===== src/rtl/ipc_pkg.sv =====
// Package ipc_pkg
// Purpose: shared widths, constants and the selection result type of the
// priority interrupt controller.
// Assumes: control words are 8 bits with priority in [4:0] and level in [4:2].
package ipc_pkg;
    localparam int CTRL_W    = 8;
    localparam int PRI_W     = 5;
    localparam int LVL_W     = 3;
    localparam int LVL_LSB   = 2;
    localparam int VEC_W     = 8;
    localparam int AUTO_BIT  = 7;
    localparam int AUTO_BASE = 24;

    typedef struct packed {
        logic             valid;
        logic [LVL_W-1:0] level;
        logic             auto_vec;
    } sel_t;
endpackage


===== src/rtl/ipc_regs.sv =====
// Module ipc_regs
// Purpose: holds the pending, mask and per-source control words.
// Assumes: one write per cycle; control writes to numbers outside 1..NUM_SRC
// are dropped; synchronous active-low reset.
module ipc_regs
    import ipc_pkg::*;
#(
    parameter int NUM_SRC    = 13,
    parameter int MASK_W     = 16,
    parameter int IDX_W      = 4,
    parameter logic [MASK_W-1:0] RESET_MASK = 16'h3FFE
) (
    input  logic                          clk,
    input  logic                          rst_n,
    input  logic [NUM_SRC:1]              src_i,
    input  logic                          cfg_we,
    input  logic                          cfg_is_mask,
    input  logic [IDX_W-1:0]              cfg_idx,
    input  logic [MASK_W-1:0]             cfg_wdata,
    output logic [NUM_SRC:1]              pend_o,
    output logic [MASK_W-1:0]             mask_o,
    output logic [NUM_SRC:1][CTRL_W-1:0]  ctrl_o
);

    // Capture the live request levels once per cycle.
    always_ff @(posedge clk) begin
        if (!rst_n) pend_o <= '0;
        else        pend_o <= src_i;
    end

    // Mask word: loaded whole by a mask write.
    always_ff @(posedge clk) begin
        if (!rst_n)                    mask_o <= RESET_MASK;
        else if (cfg_we && cfg_is_mask) mask_o <= cfg_wdata;
    end

    for (genvar g = 1; g <= NUM_SRC; g++) begin : g_ctrl
        // Control word of source g: loaded by a control write addressed to g.
        always_ff @(posedge clk) begin
            if (!rst_n)
                ctrl_o[g] <= '0;
            else if (cfg_we && !cfg_is_mask && (cfg_idx == IDX_W'(g)))
                ctrl_o[g] <= cfg_wdata[CTRL_W-1:0];
        end
    end

    AST_PEND_FOLLOWS: assert property (@(posedge clk) disable iff (!rst_n)
        1'b1 |=> (pend_o == $past(src_i)));
    AST_RESET_MASK: assert property (@(posedge clk)
        !rst_n |=> (mask_o == RESET_MASK));
    AST_MASK_HOLD: assert property (@(posedge clk) disable iff (!rst_n)
        !(cfg_we && cfg_is_mask) |=> $stable(mask_o));
    AST_CTRL_HOLD: assert property (@(posedge clk) disable iff (!rst_n)
        !cfg_we |=> $stable(ctrl_o));

endmodule


===== src/rtl/ipc_select.sv =====
// Module ipc_select
// Purpose: picks the active source with the strictly greatest priority,
// keeping the lowest number on ties, and reports its level and vector mode.
// Assumes: purely combinational; clk and rst_n feed only the assertions.
module ipc_select
    import ipc_pkg::*;
#(
    parameter int NUM_SRC = 13,
    parameter int MASK_W  = 16,
    parameter int IDX_W   = 4
) (
    input  logic                          clk,
    input  logic                          rst_n,
    input  logic [NUM_SRC:1]              pend_i,
    input  logic [MASK_W-1:0]             mask_i,
    input  logic [NUM_SRC:1][CTRL_W-1:0]  ctrl_i,
    output logic [IDX_W-1:0]              win_idx_o,
    output sel_t                          win_o
);

    logic [NUM_SRC:1] active;
    logic [PRI_W-1:0] best_pri;

    // Unmasked pending sources.
    always_comb active = pend_i & ~mask_i[NUM_SRC:1];

    // Ascending scan with strict compare keeps the lowest number on ties.
    always_comb begin
        best_pri  = '0;
        win_idx_o = '0;
        win_o     = '0;
        for (int i = 1; i <= NUM_SRC; i++) begin
            if (active[i] && (ctrl_i[i][PRI_W-1:0] > best_pri)) begin
                best_pri       = ctrl_i[i][PRI_W-1:0];
                win_idx_o      = IDX_W'(i);
                win_o.valid    = 1'b1;
                win_o.level    = ctrl_i[i][LVL_LSB +: LVL_W];
                win_o.auto_vec = ctrl_i[i][AUTO_BIT];
            end
        end
    end

    AST_WINNER_UNMASKED: assert property (@(posedge clk) disable iff (!rst_n)
        win_o.valid |-> !mask_i[win_idx_o]);
    AST_WINNER_PENDING: assert property (@(posedge clk) disable iff (!rst_n)
        win_o.valid |-> pend_i[win_idx_o]);
    AST_NONE_ACTIVE: assert property (@(posedge clk) disable iff (!rst_n)
        (active == '0) |-> !win_o.valid);

endmodule


===== src/rtl/ipc_vecout.sv =====
// Module ipc_vecout
// Purpose: registers the level and forms the vector, either automatic
// (AUTO_BASE plus level) or the winner's fixed byte.
// Assumes: an invalid selection drives level and vector to 0.
module ipc_vecout
    import ipc_pkg::*;
#(
    parameter int NUM_SRC = 13,
    parameter int IDX_W   = 4
) (
    input  logic                         clk,
    input  logic                         rst_n,
    input  sel_t                         win_i,
    input  logic [IDX_W-1:0]             win_idx_i,
    input  logic [NUM_SRC:1][VEC_W-1:0]  vec_i,
    output logic [LVL_W-1:0]             level_o,
    output logic [VEC_W-1:0]             vector_o
);

    logic [VEC_W-1:0] fixed_vec;
    logic [VEC_W-1:0] next_vec;

    // Fixed vector byte of the current winner.
    always_comb begin
        fixed_vec = '0;
        for (int i = 1; i <= NUM_SRC; i++)
            if (win_idx_i == IDX_W'(i)) fixed_vec = vec_i[i];
    end

    // Vector source choice.
    always_comb begin
        if (!win_i.valid)       next_vec = '0;
        else if (win_i.auto_vec) next_vec = VEC_W'(AUTO_BASE) + VEC_W'(win_i.level);
        else                    next_vec = fixed_vec;
    end

    // Output registers.
    always_ff @(posedge clk) begin
        if (!rst_n) begin
            level_o  <= '0;
            vector_o <= '0;
        end else begin
            level_o  <= win_i.valid ? win_i.level : '0;
            vector_o <= next_vec;
        end
    end

    AST_IDLE_ZERO: assert property (@(posedge clk) disable iff (!rst_n)
        !win_i.valid |=> (level_o == '0 && vector_o == '0));
    AST_LEVEL_TRACKS: assert property (@(posedge clk) disable iff (!rst_n)
        win_i.valid |=> (level_o == $past(win_i.level)));
    AST_AUTO_VECTOR: assert property (@(posedge clk) disable iff (!rst_n)
        (win_i.valid && win_i.auto_vec) |=>
            (vector_o == VEC_W'(AUTO_BASE) + VEC_W'(level_o)));
    AST_RESET_OUT: assert property (@(posedge clk)
        !rst_n |=> (level_o == '0 && vector_o == '0));

endmodule


===== src/rtl/prio_intc.sv =====
// Module prio_intc
// Purpose: top of the priority interrupt controller; register bank,
// selector and registered output stage.
// Assumes: NUM_SRC <= 15 so a source number fits IDX_W bits; MASK_W > NUM_SRC.
module prio_intc
    import ipc_pkg::*;
#(
    parameter int NUM_SRC = 13,
    parameter int MASK_W  = 16,
    parameter logic [MASK_W-1:0] RESET_MASK = 16'h3FFE,
    localparam int IDX_W  = $clog2(NUM_SRC + 1)
) (
    input  logic                     clk,
    input  logic                     rst_n,
    input  logic [NUM_SRC:1]         src_i,
    input  logic [NUM_SRC*VEC_W-1:0] vec_i,
    input  logic                     cfg_we,
    input  logic                     cfg_is_mask,
    input  logic [IDX_W-1:0]         cfg_idx,
    input  logic [MASK_W-1:0]        cfg_wdata,
    output logic [LVL_W-1:0]         irq_level_o,
    output logic [VEC_W-1:0]         irq_vector_o
);

    logic [NUM_SRC:1]              pend;
    logic [MASK_W-1:0]             mask;
    logic [NUM_SRC:1][CTRL_W-1:0]  ctrl;
    logic [NUM_SRC:1][VEC_W-1:0]   vec_arr;
    logic [IDX_W-1:0]              win_idx;
    sel_t                          win;

    // Reshape the flat vector bus so that byte i-1 belongs to source i.
    always_comb vec_arr = vec_i;

    ipc_regs #(
        .NUM_SRC(NUM_SRC), .MASK_W(MASK_W), .IDX_W(IDX_W), .RESET_MASK(RESET_MASK)
    ) regs_i (
        .clk(clk), .rst_n(rst_n), .src_i(src_i),
        .cfg_we(cfg_we), .cfg_is_mask(cfg_is_mask), .cfg_idx(cfg_idx),
        .cfg_wdata(cfg_wdata),
        .pend_o(pend), .mask_o(mask), .ctrl_o(ctrl)
    );

    ipc_select #(
        .NUM_SRC(NUM_SRC), .MASK_W(MASK_W), .IDX_W(IDX_W)
    ) sel_i (
        .clk(clk), .rst_n(rst_n), .pend_i(pend), .mask_i(mask), .ctrl_i(ctrl),
        .win_idx_o(win_idx), .win_o(win)
    );

    ipc_vecout #(
        .NUM_SRC(NUM_SRC), .IDX_W(IDX_W)
    ) out_i (
        .clk(clk), .rst_n(rst_n), .win_i(win), .win_idx_i(win_idx),
        .vec_i(vec_arr), .level_o(irq_level_o), .vector_o(irq_vector_o)
    );

endmodule


===== config.mk =====
export PLATFORM = sky130hd
export DESIGN_NAME = prio_intc
export DESIGN_NICKNAME = d
export VERILOG_FILES = /design/src/rtl/ipc_pkg.sv /design/src/rtl/ipc_regs.sv /design/src/rtl/ipc_select.sv /design/src/rtl/ipc_vecout.sv /design/src/rtl/prio_intc.sv
export SDC_FILE = /design/constraint.sdc
export NUM_CORES = 1
export LEC_CHECK = 0
export BUFFER_PORTS_ARGS = -buffer_cell sky130_fd_sc_hd__clkbuf_2
export CAP_MARGIN = 5
export CORE_MARGIN = 2
export CORE_UTILIZATION = 64
export DETAILED_ROUTE_END_ITERATION = 6
export GPL_ROUTABILITY_DRIVEN = 0
export HOLD_SLACK_MARGIN = 0.15
export PLACE_DENSITY_LB_ADDON = 0.12
export SLEW_MARGIN = 20
export SYNTH_ARGS = -nofsm -noshare
export SYNTH_HDL_FRONTEND = slang
export SYNTH_HIERARCHICAL = 1
export SYNTH_SLANG_ARGS = --single-unit

===== constraint.sdc =====
create_clock -name clk -period 45 [get_ports clk]
set_input_delay 4.5 -clock clk [delete_from_list [all_inputs] [get_ports clk]]
set_output_delay 4.5 -clock clk [all_outputs]
set_load 0.005 [all_outputs]

* Word level (Yosys, flattened, before mapping)
Cells that the tools add are included.
** Storage, ports and cells
- Register bits :: 142
- Latch bits :: 0
- Bits in writable memories :: 0
- Memory bits (read-only) :: 0
- Output and inout bits :: 11
- Word-level logic and storage cells :: 141
- Memories kept :: 0
** Cells by class
- Add/sub/neg operators :: 1
- Multipliers :: 0
- Divide/modulo/power cells :: 0
- Magnitude comparators :: 13
- Equal/unequal tests :: 26
- Shift operators :: 0
- Muxes and demuxes :: 52
- Bitwise operators :: 2
- Reduce and logical (&&, ||, !) cells :: 30
** Operators by type and width (count)
- 5-bit two-way mux :: 25
- 8-bit two-way mux :: 14
- 5-bit > comparator :: 12
- 4-bit == test, second input constant :: 12
- 4-bit by 3-bit == test with 1-bit output, second input constant :: 8
- 1-bit logical AND :: 28
- 4-bit two-way mux :: 6
- 4-bit by 2-bit == test with 1-bit output, second input constant :: 4
- 13-bit bitwise AND :: 1
- 13-bit NOT :: 1
- 3-bit two-way mux :: 4
- 4-bit by 1-bit == test with 1-bit output, second input constant :: 2
- 5-bit by 3-bit adder with 6-bit output, first input constant :: 1
- 5-bit by 1-bit > comparator with 1-bit output, second input constant :: 1
- 2-bit two-way mux :: 2
- 2-bit AND reduction :: 1
- 1-bit zero test :: 1
- 1-bit two-way mux :: 1

* Depth between registers and ports, before layout
- Word-level depth :: 55
- Depth in mapped cells :: 123
- Mapped depth without buffers :: 115

* Modules after synthesis
Netlist, hierarchy kept.
** By module, submodules not included
- ipc_regs :: instances 1, cells each 464, area each 4755.8 um2, seq. area each 2662.6 um2
- ipc_select :: instances 1, cells each 538, area each 3824.9 um2, seq. area each 0.0 um2
- ipc_vecout :: instances 1, cells each 237, area each 1719.1 um2, seq. area each 220.2 um2

* Least setup slack after synthesis
No wires, ideal clock.
- Kind :: register -> register
- From :: reg regs_i/pend_o[1] (netlist name)
- To :: reg out_i.vector_o[3]
- Data arrival time :: 21.628 ns
- Slack :: 23.253 ns
- Cell stages (with the launch flop) :: 114
- Path buffers :: 9
- Clock period less this slack :: 21.747 ns
- Cell sequence :: dfxtp_1 nor2b_1 nand2_1 ha_1 nand4_1 o211a_1 and2_1 buf_6 o21ai_0 inv_1 ha_1 a31o_2 a31oi_1 nor2_2 buf_6 inv_1 nor2_1 a21oi_1 [... 78 more ...] and2_4 buf_6 mux2_2 ha_1 nor2b_1 o21a_1 o21a_1 o21ai_0 nand2b_1 and4b_1 clkbuf_1 or3_1 buf_2 nor2b_2 nand2_1 o22ai_1 nor4_1 a211o_1
** Between the ends
- Longest elaborated chain between the ends :: 54
- Elaborated cells on any way between the ends :: 93
- Those cells by class :: add/sub (1); order compare (12); eq/ne (13); mux (52); bitwise (1); reduce/logical (14)
** RTL lines
- from (decl) :: line ipc_regs.sv:20 : output logic [NUM_SRC:1] pend_o,
- from (signal assigned) :: line ipc_regs.sv:28 : else pend_o <= src_i;
- 13-bit bitwise AND * :: line ipc_select.sv:25 : always_comb active = pend_i & ~mask_i[NUM_SRC:1];
- 1-bit logical AND * :: line ipc_select.sv:33 : if (active[i] && (ctrl_i[i][PRI_W-1:0] > best_pri)) begin
- 5-bit two-way mux * :: line ipc_select.sv:33
- 5-bit > comparator :: line ipc_select.sv:33
- 1-bit logical AND :: line ipc_select.sv:33
- 5-bit two-way mux * :: line ipc_select.sv:33
- 5-bit > comparator :: line ipc_select.sv:33
- 1-bit logical AND :: line ipc_select.sv:33
- [... 28 more ...]
- 5-bit > comparator :: line ipc_select.sv:33
- 1-bit logical AND :: line ipc_select.sv:33
- 4-bit two-way mux * :: line ipc_select.sv:33
- via win_idx[2] :: line prio_intc.sv:29 : logic [IDX_W-1:0] win_idx;
- 4-bit by 1-bit == test with 1-bit output :: line ipc_vecout.sv:27 : if (win_idx_i == IDX_W'(i)) fixed_vec = vec_i[i];
- 8-bit two-way mux (12 in series) :: line ipc_vecout.sv:27
- 8-bit two-way mux * :: line ipc_vecout.sv:27
- 8-bit two-way mux * :: line ipc_vecout.sv:33 : else if (win_i.auto_vec) next_vec = VEC_W'(AUTO_BASE) + VEC_W'(win_i.level);
- to (signal assigned) :: line ipc_vecout.sv:44 : vector_o <= next_vec;
- to (decl) :: line ipc_vecout.sv:17 : output logic [VEC_W-1:0] vector_o
The timed path passes the listed nets; every way through them passes the cells marked *.
A chain may end at the register's enable or synchronous reset.

* Worst setup path after layout
- From :: reg regs_i.mask_o[1]
- To :: reg out_i.vector_o[0]
** Between the ends
- Longest elaborated chain between the ends :: 55
- Elaborated cells on any way between the ends :: 94
- Those cells by class :: add/sub (1); order compare (12); eq/ne (13); mux (52); bitwise (2); reduce/logical (14)
** RTL lines
- from (decl) :: line ipc_regs.sv:21 : output logic [MASK_W-1:0] mask_o,
- from (signal assigned) :: line ipc_regs.sv:34 : else if (cfg_we && cfg_is_mask) mask_o <= cfg_wdata;
- 13-bit NOT * :: line ipc_select.sv:25
- 13-bit bitwise AND * :: line ipc_select.sv:25
- 1-bit logical AND * :: line ipc_select.sv:33
- 5-bit two-way mux * :: line ipc_select.sv:33
- 5-bit > comparator :: line ipc_select.sv:33
- 1-bit logical AND :: line ipc_select.sv:33
- 5-bit two-way mux * :: line ipc_select.sv:33
- 5-bit > comparator :: line ipc_select.sv:33
- [... 29 more ...]
- 5-bit > comparator :: line ipc_select.sv:33
- 1-bit logical AND :: line ipc_select.sv:33
- 4-bit two-way mux * :: line ipc_select.sv:33
- via win_idx[3] :: line prio_intc.sv:29
- 4-bit by 1-bit == test with 1-bit output :: line ipc_vecout.sv:27
- 8-bit two-way mux (12 in series) :: line ipc_vecout.sv:27
- 8-bit two-way mux * :: line ipc_vecout.sv:27
- 8-bit two-way mux * :: line ipc_vecout.sv:33
Marked as above.

==> impl_metrics.toml <==
[outcome]
outcome = "finished, final reports clean"

[setup_path]
cp-end-kind = "flip-flop"
slowest_stage = "or3_1"
critPathKind = "flip-flop to flip-flop"
cp-start-kind = "flip-flop"
r2r_setup_slack_ns = 18.43
crit_arrival_ns = 26.89
crit_path_max_fanout = 28
critPathMostFrequentCell = "ha_1"
cp.required_ns = 45.32
slowest_delay_ns = 0.82

[power]
power_w = 0.000274
netSwitchingPower_w = 0.0000672
ir_drop_uv = 25.5
p_comb_share_pct = 9.7
power_density_nw_per_um2 = 26.1
p_leak_nw = 4.72
netSwitchingFraction_pct = 24.5
p_int_w = 0.000207
clockPowerShare_pct = 51.9
pwr-share-seq_pct = 38.3

[cts]
ctsResizeCount = 0
clk_latency_ns = 0.42
h-tree-depth = 4
cts_sinks = 115
clk_pin_slew_worst_paths_ns = 0.06
cts-hold-fix-buffers = 0
root_buffer = "clkbuf_16"
post-cts-setup-buffer-count = 0
cts_tree = "done"
cts_buffers = 17
cts_max_path_buffers = 2

[detailed_routing]
drt_pass1_iterations = 5
route.detailed.drc = 0
wirelength_um = 26600
first_iter_violations = 809
wire_per_inst_um = 18.5
antenna_left = 0
routed_via_density = 6.33
vias = 9118

[global_route]
antenna_found_initial = 0
first_global_vias = 8517
grt_pass1_wl_um = 42800
grt_max_degree = 85
grt_usage_pct = 33.6
grt-ovfl-total = 0

[timing]
post-route-period-util_pct = 59.0
tightestPinTransition_ns = 1.07
setup_viol = 0
clock_skew_ns = 0.00731
rsz0062_at_grt = "no"
min_period_ns = 26.57
fmax_mhz = 37.6
max_slew_margin_pct = 28.6
tns_ns = 0
whs_ns = 0.463
slew_viol_final = 0
hold_viol = 0
setup_ws_ns = 18.43

[die]
start_util_pct = 64.7
die_h_um = 125
dieArea_um2 = 15500
fp.coreArea_um2 = 14400
dieWidth_um = 125
rows = 44
io_pins = 152

[place]
pre_cts_ws_ns = 19.20
dp_hpwl_um = 18800
io_buffers = 149
placedCellCount = 1409

[finish]
num-fill-cells = 1137
drive_gt1_share_pct = 21.8
nNetsFinal = 1422
layout.cells.non_filler = 1440
syn2layout_area_growth_pct = 13.0
insertedDiodeCount = 0

[synth]
syn-cell-area_um2 = 9300
synth_nets = 1323
avgSynthCellArea_um2 = 8.12
netlist_instances = 1145
yosys_warnings = 6

[hold_path]
hold_path.class = "flip-flop to flip-flop"

[flow_run]
drv_cap = 0
-- registers in the layout, summed over array words and instances, names as in the netlist --
name / cells
regs_i/ctrl_o: 78
out_i/vector_o: 8
regs_i/mask_o: 13
regs_i/pend_o: 13
out_i/level_o: 3
-- metrics by stage --
step | utilization, % | cell area [um2]
6_report | 73.2 | 10500
5_1_grt | 73.2 | 10500
3_3_place_gp | 68.9 | 9900
2_1_floorplan | - | 9300
4_1_cts | 73.2 | 10500
3_5_place_dp | 68.9 | 9900
-- layout make-up --
| class | count | area, um2 | share of cell area [%] |
|---|---|---|---|
| clock buffer | 17 | 425 | 4.05 |
| clock inverter | 14 | 188 | 1.79 |
| inverter | 62 | 233 | 2.21 |
| multi-input combinational | 896 | 6360 | 60.5 |
| sequential | 115 | 2300 | 21.9 |
| tap | 184 | 230 | 2.19 |
| timing repair buffer | 152 | 771 | 7.33 |
-- worst max-delay path, delay by kind of cell (launching register included) --
family	cells	cell delay, ns
and+or+nand+nor	35	8.78
DFF	1	0.33
adders and majority gates	12	3.98
AOI/OAI and AO/OA	42	10.78
buffers and inverters	8	0.78
muxes	7	1.74
-- per-layer routing --
metal,GRT usage (%),vias to the layer above,routed length [um]
met5,0,-,0
met4,10.9,0,636
met3,7.04,57,2030
met2,56.1,400,12700
met1,43.3,4309,11300
li1,-,4352,-
-- power by group through the flow --
stage           logic, W  registers [W]  clock network, W
6_report       0.0000267       0.000105          0.000142
3_3_place_gp   0.0000258       0.000107                 0
5_1_grt        0.0000293       0.000105          0.000149
3_5_place_dp   0.0000262       0.000107                 0
2_1_floorplan  0.0000164       0.000107                 0
4_1_cts        0.0000264       0.000105          0.000144
-- worst paths after layout --
check | startpoint | to | cells past startpoint
setup / recovery | regs_i/mask_o[1] | out_i/vector_o[0] | 104
hold / removal | regs_i/ctrl_o[31] | regs_i/ctrl_o[31] | 2
setup reg to reg | regs_i/mask_o[1] | out_i/vector_o[0] | 104
hold reg to reg | regs_i/ctrl_o[31] | regs_i/ctrl_o[31] | 2
-- cell usage in the layout, fill, tap and decap left out, drive strengths merged, types with 5 or more instances in the layout --
master   instances
nand2          190
or3b             5
or2             10
and3            11
inv             63
a22oi            5
xnor2           17
a21o            10
o211ai           5
nand2b          12
o21bai           7
o221ai           7
ha              37
a31oi           17
a211oi          13
and2            22
nor2            69
o22a             6
clkinv           5
o21ai           43
nor3b            9
nand3           29
o21a             9
nor2b           19
or4              5
o22ai           14
nor3            16
mux2i          112
clkbuf         165
mux2            22
a21oi           55
nand3b           5
a2111oi          7
nand4            6
o311ai          10
a211o            8
dfxtp          115
No activity file was read; power rests on OpenSTA's default activity.
